**src/rtl/sadd_pkg.sv**
```systemverilog
package sadd_pkg;
  // State bits: [1] = carry, [0] = sum bit being presented
  typedef enum logic [1:0] {
    NC_S0 = 2'b00,
    NC_S1 = 2'b01,
    CY_S0 = 2'b10,
    CY_S1 = 2'b11
  } seqState_t;

  typedef struct packed {
    logic load;
    logic sumShift;
  } ctrlStrobe_t;
endpackage

```
**src/rtl/sadd_shreg.sv**
```systemverilog
module sadd_shreg #(
  parameter int W = 8
) (
  input  logic         clk,
  input  logic         load,
  input  logic         en,
  input  logic [W-1:0] parIn,
  input  logic         serIn,
  output logic [W-1:0] q
);
  always_ff @(posedge clk) begin
    if (load) q <= parIn;
    else if (en) q <= {serIn, q[W-1:1]};
  end
endmodule

```
**src/rtl/sadd_seq.sv**
```systemverilog
module sadd_seq
  import sadd_pkg::*;
(
  input  logic clk,
  input  logic load,
  input  logic aBit,
  input  logic bBit,
  output logic sBit,
  output logic carryBit
);
  seqState_t state, stateNext;
  logic carryNext, sumNext;

  always_comb begin
    carryNext = (aBit & bBit) | (aBit & state[1]) | (bBit & state[1]);
    sumNext   = aBit ^ bBit ^ state[1];
    stateNext = seqState_t'({carryNext, sumNext});
  end

  always_ff @(posedge clk) begin
    if (load) state <= NC_S0;
    else state <= stateNext;
  end

  assign sBit     = state[0];
  assign carryBit = state[1];

  // carry follows majority of prior carry and consumed pair
  assert_carry_majority_R5: assert property (@(posedge clk) disable iff (load)
    1'b1 |=> carryBit == (($past(aBit) & $past(bBit)) |
                          ($past(aBit) & $past(carryBit)) |
                          ($past(bBit) & $past(carryBit))));
  // registered sum bit is parity of consumed pair and prior carry
  assert_sum_parity_R6: assert property (@(posedge clk) disable iff (load)
    1'b1 |=> sBit == ($past(aBit) ^ $past(bBit) ^ $past(carryBit)));
endmodule

```
**src/rtl/sadd_datapath.sv**
```systemverilog
module sadd_datapath
  import sadd_pkg::*;
#(
  parameter int WIDTH = 8
) (
  input  logic             clk,
  input  ctrlStrobe_t      strobe,
  input  logic [WIDTH-1:0] opA,
  input  logic [WIDTH-1:0] opB,
  output logic [WIDTH-1:0] sumReg
);
  logic [WIDTH-1:0] regA, regB;
  logic sBit, carryBit;

  sadd_shreg #(.W(WIDTH)) u_shA (
    .clk(clk), .load(strobe.load), .en(1'b1), .parIn(opA), .serIn(1'b0), .q(regA));
  sadd_shreg #(.W(WIDTH)) u_shB (
    .clk(clk), .load(strobe.load), .en(1'b1), .parIn(opB), .serIn(1'b0), .q(regB));

  sadd_seq u_seq (
    .clk(clk), .load(strobe.load), .aBit(regA[0]), .bBit(regB[0]),
    .sBit(sBit), .carryBit(carryBit));

  sadd_shreg #(.W(WIDTH)) u_shSum (
    .clk(clk), .load(strobe.load), .en(strobe.sumShift), .parIn('0),
    .serIn(sBit), .q(sumReg));

  // load clears the result and the carry
  assert_load_clear_R1: assert property (@(posedge clk)
    strobe.load |=> (sumReg == '0) && !carryBit);
  // result holds whenever no shift is requested
  assert_sum_hold_R4: assert property (@(posedge clk) disable iff (strobe.load)
    !strobe.sumShift |=> $stable(sumReg));
endmodule

```
**src/rtl/sadd_ctrl.sv**
```systemverilog
module sadd_ctrl
  import sadd_pkg::*;
#(
  parameter int WIDTH = 8
) (
  input  logic        clk,
  input  logic        loadRst,
  output ctrlStrobe_t strobe,
  output logic        done
);
  localparam int CW = $clog2(WIDTH + 2);
  localparam logic [CW-1:0] PRESET = CW'(WIDTH + 1);

  logic [CW-1:0] count;
  logic run;

  assign run = (count != '0);

  always_ff @(posedge clk) begin
    if (loadRst) count <= PRESET;
    else if (run) count <= count - CW'(1);
  end

  always_comb begin
    strobe.load     = loadRst;
    strobe.sumShift = run & ~loadRst;
    done            = ~run;
  end

  // counter steps down by one while running
  assert_count_step_R3: assert property (@(posedge clk) disable iff (loadRst)
    run |=> count == $past(count) - CW'(1));
  // done stays high until the next load
  assert_done_sticky_R4: assert property (@(posedge clk) disable iff (loadRst)
    done |=> done);
  // load presets the counter, done drops
  assert_load_preset_R1: assert property (@(posedge clk)
    loadRst |=> !done);
endmodule

```
**src/rtl/serial_sum_moore.sv**
```systemverilog
module serial_sum_moore
  import sadd_pkg::*;
#(
  parameter int WIDTH = 8
) (
  input  logic             clk,
  input  logic             loadRst,
  input  logic [WIDTH-1:0] opA,
  input  logic [WIDTH-1:0] opB,
  output logic [WIDTH-1:0] sumOut,
  output logic             done
);
  ctrlStrobe_t strobe;

  sadd_ctrl #(.WIDTH(WIDTH)) u_ctrl (
    .clk(clk), .loadRst(loadRst), .strobe(strobe), .done(done));

  sadd_datapath #(.WIDTH(WIDTH)) u_dp (
    .clk(clk), .strobe(strobe), .opA(opA), .opB(opB), .sumReg(sumOut));
endmodule

```
**config.mk**
```make
export PLATFORM = sky130hd
export DESIGN_NAME = serial_sum_moore
export DESIGN_NICKNAME = d
export VERILOG_FILES = /design/src/rtl/sadd_pkg.sv /design/src/rtl/sadd_shreg.sv /design/src/rtl/sadd_seq.sv /design/src/rtl/sadd_datapath.sv /design/src/rtl/sadd_ctrl.sv /design/src/rtl/serial_sum_moore.sv
export SDC_FILE = /design/constraint.sdc
export NUM_CORES = 1
export LEC_CHECK = 0
export BUFFER_PORTS_ARGS = -buffer_cell sky130_fd_sc_hd__buf_2
export CAP_MARGIN = 20
export CORE_MARGIN = 1.5
export CORE_UTILIZATION = 48
export CTS_BUF_LIST = sky130_fd_sc_hd__clkbuf_4 sky130_fd_sc_hd__clkbuf_8
export CTS_CLUSTER_DIAMETER = 60
export DETAILED_ROUTE_END_ITERATION = 8
export PLACE_DENSITY_LB_ADDON = 0.3
export SLEW_MARGIN = 20
export SYNTH_ARGS = -nofsm -noshare
export SYNTH_HDL_FRONTEND = slang
export SYNTH_SLANG_ARGS = --single-unit
```
**constraint.sdc**
```tcl
create_clock -name clk -period 1.28 [get_ports clk]
set_clock_uncertainty 0.1 [all_clocks]
set_input_delay 0.192 -clock clk [delete_from_list [all_inputs] [get_ports clk]]
set_output_delay 0.192 -clock clk [all_outputs]
set_load 0.01 [all_outputs]
```
## Word level (Yosys, flattened, before mapping)

Index checks and enable logic that the tools add are counted.

- Add/sub/neg operators: 1
- Multiply operators: 0
- Divide/modulo/power cells: 0
- Magnitude comparators: 0
- Equal/unequal tests: 0
- Shift operators: 0
- Multiplexer cells: 2
- Bitwise logic cells: 10
- Reductions and logical operators: 1

Operator list:

| cell | count |
|---|---|
| 2-to-1 mux 7 bit | 2 |
| bitwise AND 1 bit | 4 |
| nonzero test 4 bit | 1 |
| subtractor 4 x 1 -> 4 bit, second input constant | 1 |
| inverter 1 bit | 2 |
| bitwise OR 1 bit | 2 |
| XOR 1 bit | 2 |

- Register bits: 30
- Bits in latches: 0
- Memory bits (writable): 0
- ROM bits: 0
- Input port bits: 18
- Output and inout bits: 9
- Word-level logic and storage cells: 21
- Memories: 0

## Logic depth before layout (Yosys ltp)

- Word-level depth: 3
- Depth in mapped cells: 5
- Mapped depth without buffers: 4

## Cells and area by module

A second synthesis with hierarchy kept.

- Cell total of the unflattened synthesis: 84
- Area total of the unflattened synthesis: 1,433.9 um^2

By module, submodules not included:

| module | instances | cells each | area an instance (um^2) | seq. area each (um^2) |
|---|---|---|---|---|
| sadd_shreg | 3 | 18 | 377.9 | 240.2 |
| sadd_ctrl | 1 | 23 | 220.2 | 80.1 |
| sadd_seq | 1 | 5 | 72.6 | 40.0 |
| sadd_datapath | 1 | 2 | 7.5 | 0.0 |

## Worst setup path after synthesis

No wires, ideal clock.

- Path kind: reg2reg
- Start point: reg u_ctrl.count[0]
- End point: reg u_ctrl.count[1]
- Setup time: 0.121 ns
- Arrival time: 1.098 ns
- Data required time: 1.059 ns
- Path slack: -0.039 ns
- Stages on the path, launching flop included: 5
- Path buffers: 0
- Period minus slack after synthesis: 1.319 ns
- Cell sequence: dfxtp_1 -> inv_1 -> ha_1 -> nor3b_4 -> mux2_2

- Longest elaborated chain between the ends: 1
- Elaborated cells between the ends (all ways): 2
- Classes of those cells: add/sub: 1; reduce/logical: 1

RTL lines:

| what | RTL line | text |
|---|---|---|
| start, declared | sadd_ctrl.sv:14 | `logic [CW-1:0] count;` |
| start signal, assigned | sadd_ctrl.sv:21 | `else if (run) count <= count - CW'(1);` |
| subtractor 4 x 1 -> 4 bit or nonzero test 4 bit (tied branches) | sadd_ctrl.sv:21, sadd_ctrl.sv:17 |  |

Parallel ways exist; a longest one is shown, timed or not.
A chain may end at the register's enable or synchronous reset.

## Worst setup path in the final report

- Start point: reg u_ctrl.count[0]
- End point: out done

- Longest elaborated chain between the ends: 2

RTL lines:

| what | RTL line | text |
|---|---|---|
| nonzero test 4 bit | sadd_ctrl.sv:17 | `assign run = (count != '0);` |
| inverter 1 bit | sadd_ctrl.sv:27 | `done = ~run;` |
| end, declared | serial_sum_moore.sv:11 | `output logic done` |

No other way between the ends.

==> results.sh <==
export IMPL_drt_first_pass_iters=2
export IMPL_numPlacedInstances=143
export IMPL_power_share_switching_pct=22.42
export IMPL_cp_data_arrival_time_ns=1.24
export IMPL_cts_htree_levels=2
export IMPL_layout_min_cycle_time_ns=1.530
export IMPL_yosys_area_share_adder_pct=2.961
export IMPL_area_growth_syn_to_layout_pct=39.64
export IMPL_pre_cts_worst_setup_slack_ns=-0.05435
export IMPL_power_switching_mw=0.4237
export IMPL_synth_fp_nets=107
export IMPL_worst_path_max_fanout=2
export IMPL_grt_total_usage_pct=16.68
export IMPL_crit_path_end_kind="primary output"
export IMPL_max_cap_violations=0
export IMPL_timing_critical_path_required_ns=0.99
export IMPL_grt_pass1_vias=738
export IMPL_drt_first_iter_violations=4
export IMPL_synth_edf_count=0
export IMPL_category_of_the_critical_setup_timing_path="flip-flop to primary output"
export IMPL_overflow=0
export IMPL_die_h_um=50.84
export IMPL_synth_top_family_by_area="multiplexers"
export IMPL_syn_area_per_cell_um2=12.63
export IMPL_synthMostInstantiatedCell="dfxtp_1"
export IMPL_netlist_area_leader_share_pct=54.67
export IMPL_initial_core_util_pct=50.14
export IMPL_finalHoldViolCount=0
export IMPL_result_of_the_run="finished, violations left"
export IMPL_postSynth_topFlopCell="dfxtp_1"
export IMPL_synthDistinctLibCells=20
export IMPL_violations="setup timing"
export IMPL_row_count=17
export IMPL_p_seq_share_pct=56.0
export IMPL_worst_slew_pin_slew_ns=0.4834
export IMPL_mux_contribution_to_synthesized_area_pct=23.58
export IMPL_finalWorstSetupSlack_ns=-0.2496
export IMPL_via_count=767
export IMPL_wirelength_mm=1.827
export IMPL_number_of_antenna_violations_at_the_first_check_in_global_routing=0
export IMPL_port_buffers=26
export IMPL_synthTopCellsByCount="30 x dfxtp_1, 15 x mux2_2, 9 x mux2i_1, 9 x nand2b_1, 4 x nor2b_1"
export IMPL_floorplan_io_pins=27
export IMPL_power_internal_mw=1.467
export IMPL_filler_cell_count=160
export IMPL_cts_root_buffer="clkbuf_4"
export IMPL_route_detailed_drc=0
export IMPL_floorplan_die_area_um2=2585
export IMPL_dpl_instance_area_um2=1309
export IMPL_yosys_warnings=0
export IMPL_route_detailed_vias_per_inst=4.648
export IMPL_clk_transition_reported_paths_ns=0.08
export IMPL_period_share_pct=119.5
export IMPL_numCtsBuffers=5
export IMPL_stdcell_count=165
export IMPL_die_width_um=50.84
export IMPL_design_final_nets=158
export IMPL_core_region_area_um2=2191
export IMPL_post_route_util_pct=70.02
export IMPL_fmax_mhz=653.8
export IMPL_slew_headroom_pct=67.77
export IMPL_synth_simple_area_share_pct=13.21
export IMPL_grt_pass1_wl_mm=3.036
export IMPL_diodes=0
export IMPL_synth_async_sr_flop_share_pct=0
export IMPL_total_leakage_power_nw=0.6591
export IMPL_post_route_cells_drive_above_1_share_pct=46.72
export IMPL_synth_top_area_cell="dfxtp_1"
export IMPL_cts_max_path_bufs=2
export IMPL_yosysSeqAreaShare_pct=54.67
export IMPL_route_antenna_remaining_nets=0
export IMPL_final_setup_viol_count=11
export IMPL_syn_instance_count=87
export IMPL_powerDensity_nw_per_um2=1232
export IMPL_gp_routability_congestion=0.6851
export IMPL_finalInstanceArea_um2=1534
export IMPL_wl_per_cell_um=11.07
export IMPL_synth_xor_xnor_area_share_pct=0
export IMPL_slew_violations=0
export IMPL_rsz0062_at_grt="yes"
export IMPL_dp_hpwl_mm=1.147
export IMPL_clock_power_share_pct=27.8
export IMPL_worstSkewPairLatency_ns=0.31
export IMPL_synth_compound_area_share_pct=2.050
export IMPL_grt_max_degree=26
export IMPL_power_share_combinational_pct=16.2
export IMPL_ys_seq_elements=30
export IMPL_start_kind="flip-flop"
export IMPL_synthesized_cell_area_um2=1099
export IMPL_hp_class="input pin to flip-flop"
export IMPL_top_cells_by_area_synth="dfxtp_1 55%, mux2_2 15%, mux2i_1 8.2%"
export IMPL_clock_sink_count=30
export IMPL_cts_tree="built"
export IMPL_vdd_drop_max_mv=1.017
## logic make-up (layout without fill, tap and decap cells)
family                   Yosys count  in the layout
buffers and inverters              6             56
AND/OR/NAND/NOR                   22             22
multiplexers                      24             24
adder cells (fa/ha/maj)            2              2
AO/OA/AOI/OAI                      3              3
flip-flops                        30             30
## placed cells by master (no fill, tap or decap), types with 2 or more instances in the layout
cell type,n
inv_2,2
buf_2,25
dfxtp_2,2
and2_1,2
buf_6,4
buf_4,5
mux2i_1,9
mux2_2,14
nand2b_1,9
clkbuf_4,5
nor2_1,3
nor2b_1,4
dlygate4sd3_1,13
dfxtp_1,28
## sequential cells by signal, summed over array words and instances, names as in the netlist
signal and count:
u_dp.u_shA.q 8, u_dp.u_shB.q 8, u_dp.u_shSum.q 8, u_ctrl.count 4, u_dp.u_seq.state 2
## critical path: stages (launching register included)
cell,delay [ns]
dfxtp_2,0.33
inv_2,0.06
ha_4,0.13
nor3b_4,0.20
buf_6,0.13
buf_6,0.09
## what timing repair did
item	in CTS	in global routing
hold endpoints to repair	11	2
resized for setup	4	2
endpoints found under the setup margin	6	12
pin swaps	1	1
hold buffers	11	2
setup buffers	4	1
## final cells by class
type                            count  area [um2]  share of cell area [%]
Clock buffer                        6       51.30                   3.344
Sequential cell                    30       603.1                   39.31
Inverter                            2       7.507                  0.4894
Timing Repair Buffer               48       357.8                   23.33
Tap cell                           28       35.03                   2.284
Multi-Input combinational cell     51       479.2                   31.24
## final timing paths
kind                        from                end  slack [ns]  cells past startpoint
max              u_ctrl.count[0]               done       -0.25                      5
min                       opB[4]    u_dp.u_shB.q[4]        0.02                      2
max reg2reg      u_ctrl.count[0]    u_ctrl.count[1]       -0.16                      6
min reg2reg  u_dp.u_seq.state[0]  u_dp.u_shSum.q[7]        0.36                      2
## power groups by stage
stage          sequential [mW]  combinational (mW)  clock, mW
6_report                  1.06               0.306      0.526
3_3_place_gp              1.08               0.248          0
5_1_grt                   1.07               0.341      0.592
4_1_cts                   1.06               0.301      0.552
2_1_floorplan             1.08               0.172          0
3_5_place_dp              1.08               0.259          0
## routing by layer
metal | vias up | global-route usage (%) | routed length (um)
met3 | 5 | 4.386 | 80
met1 | 346 | 16.89 | 767
met5 | - | 0 | 0
met2 | 22 | 29.39 | 938
li1 | 394 | - | -
met4 | 0 | 12.16 | 40
## metrics by stage
| step | setup TNS [ns] | total power, mW | hold slack, ns |
|---|---|---|---|
| final | -1.257 | 1.890 | 0.02106 |
| after global routing | -1.999 | 2.002 | 0.0006405 |
| after CTS | -1.239 | 1.912 | 0.002201 |
| after detailed placement | -0.1004 | 1.339 | 0.3064 |
| after global placement | -0.05701 | 1.325 | 0.3013 |
| after floorplan | 0 | 1.251 | 0.2193 |
(Power assumes the default switching activity.)
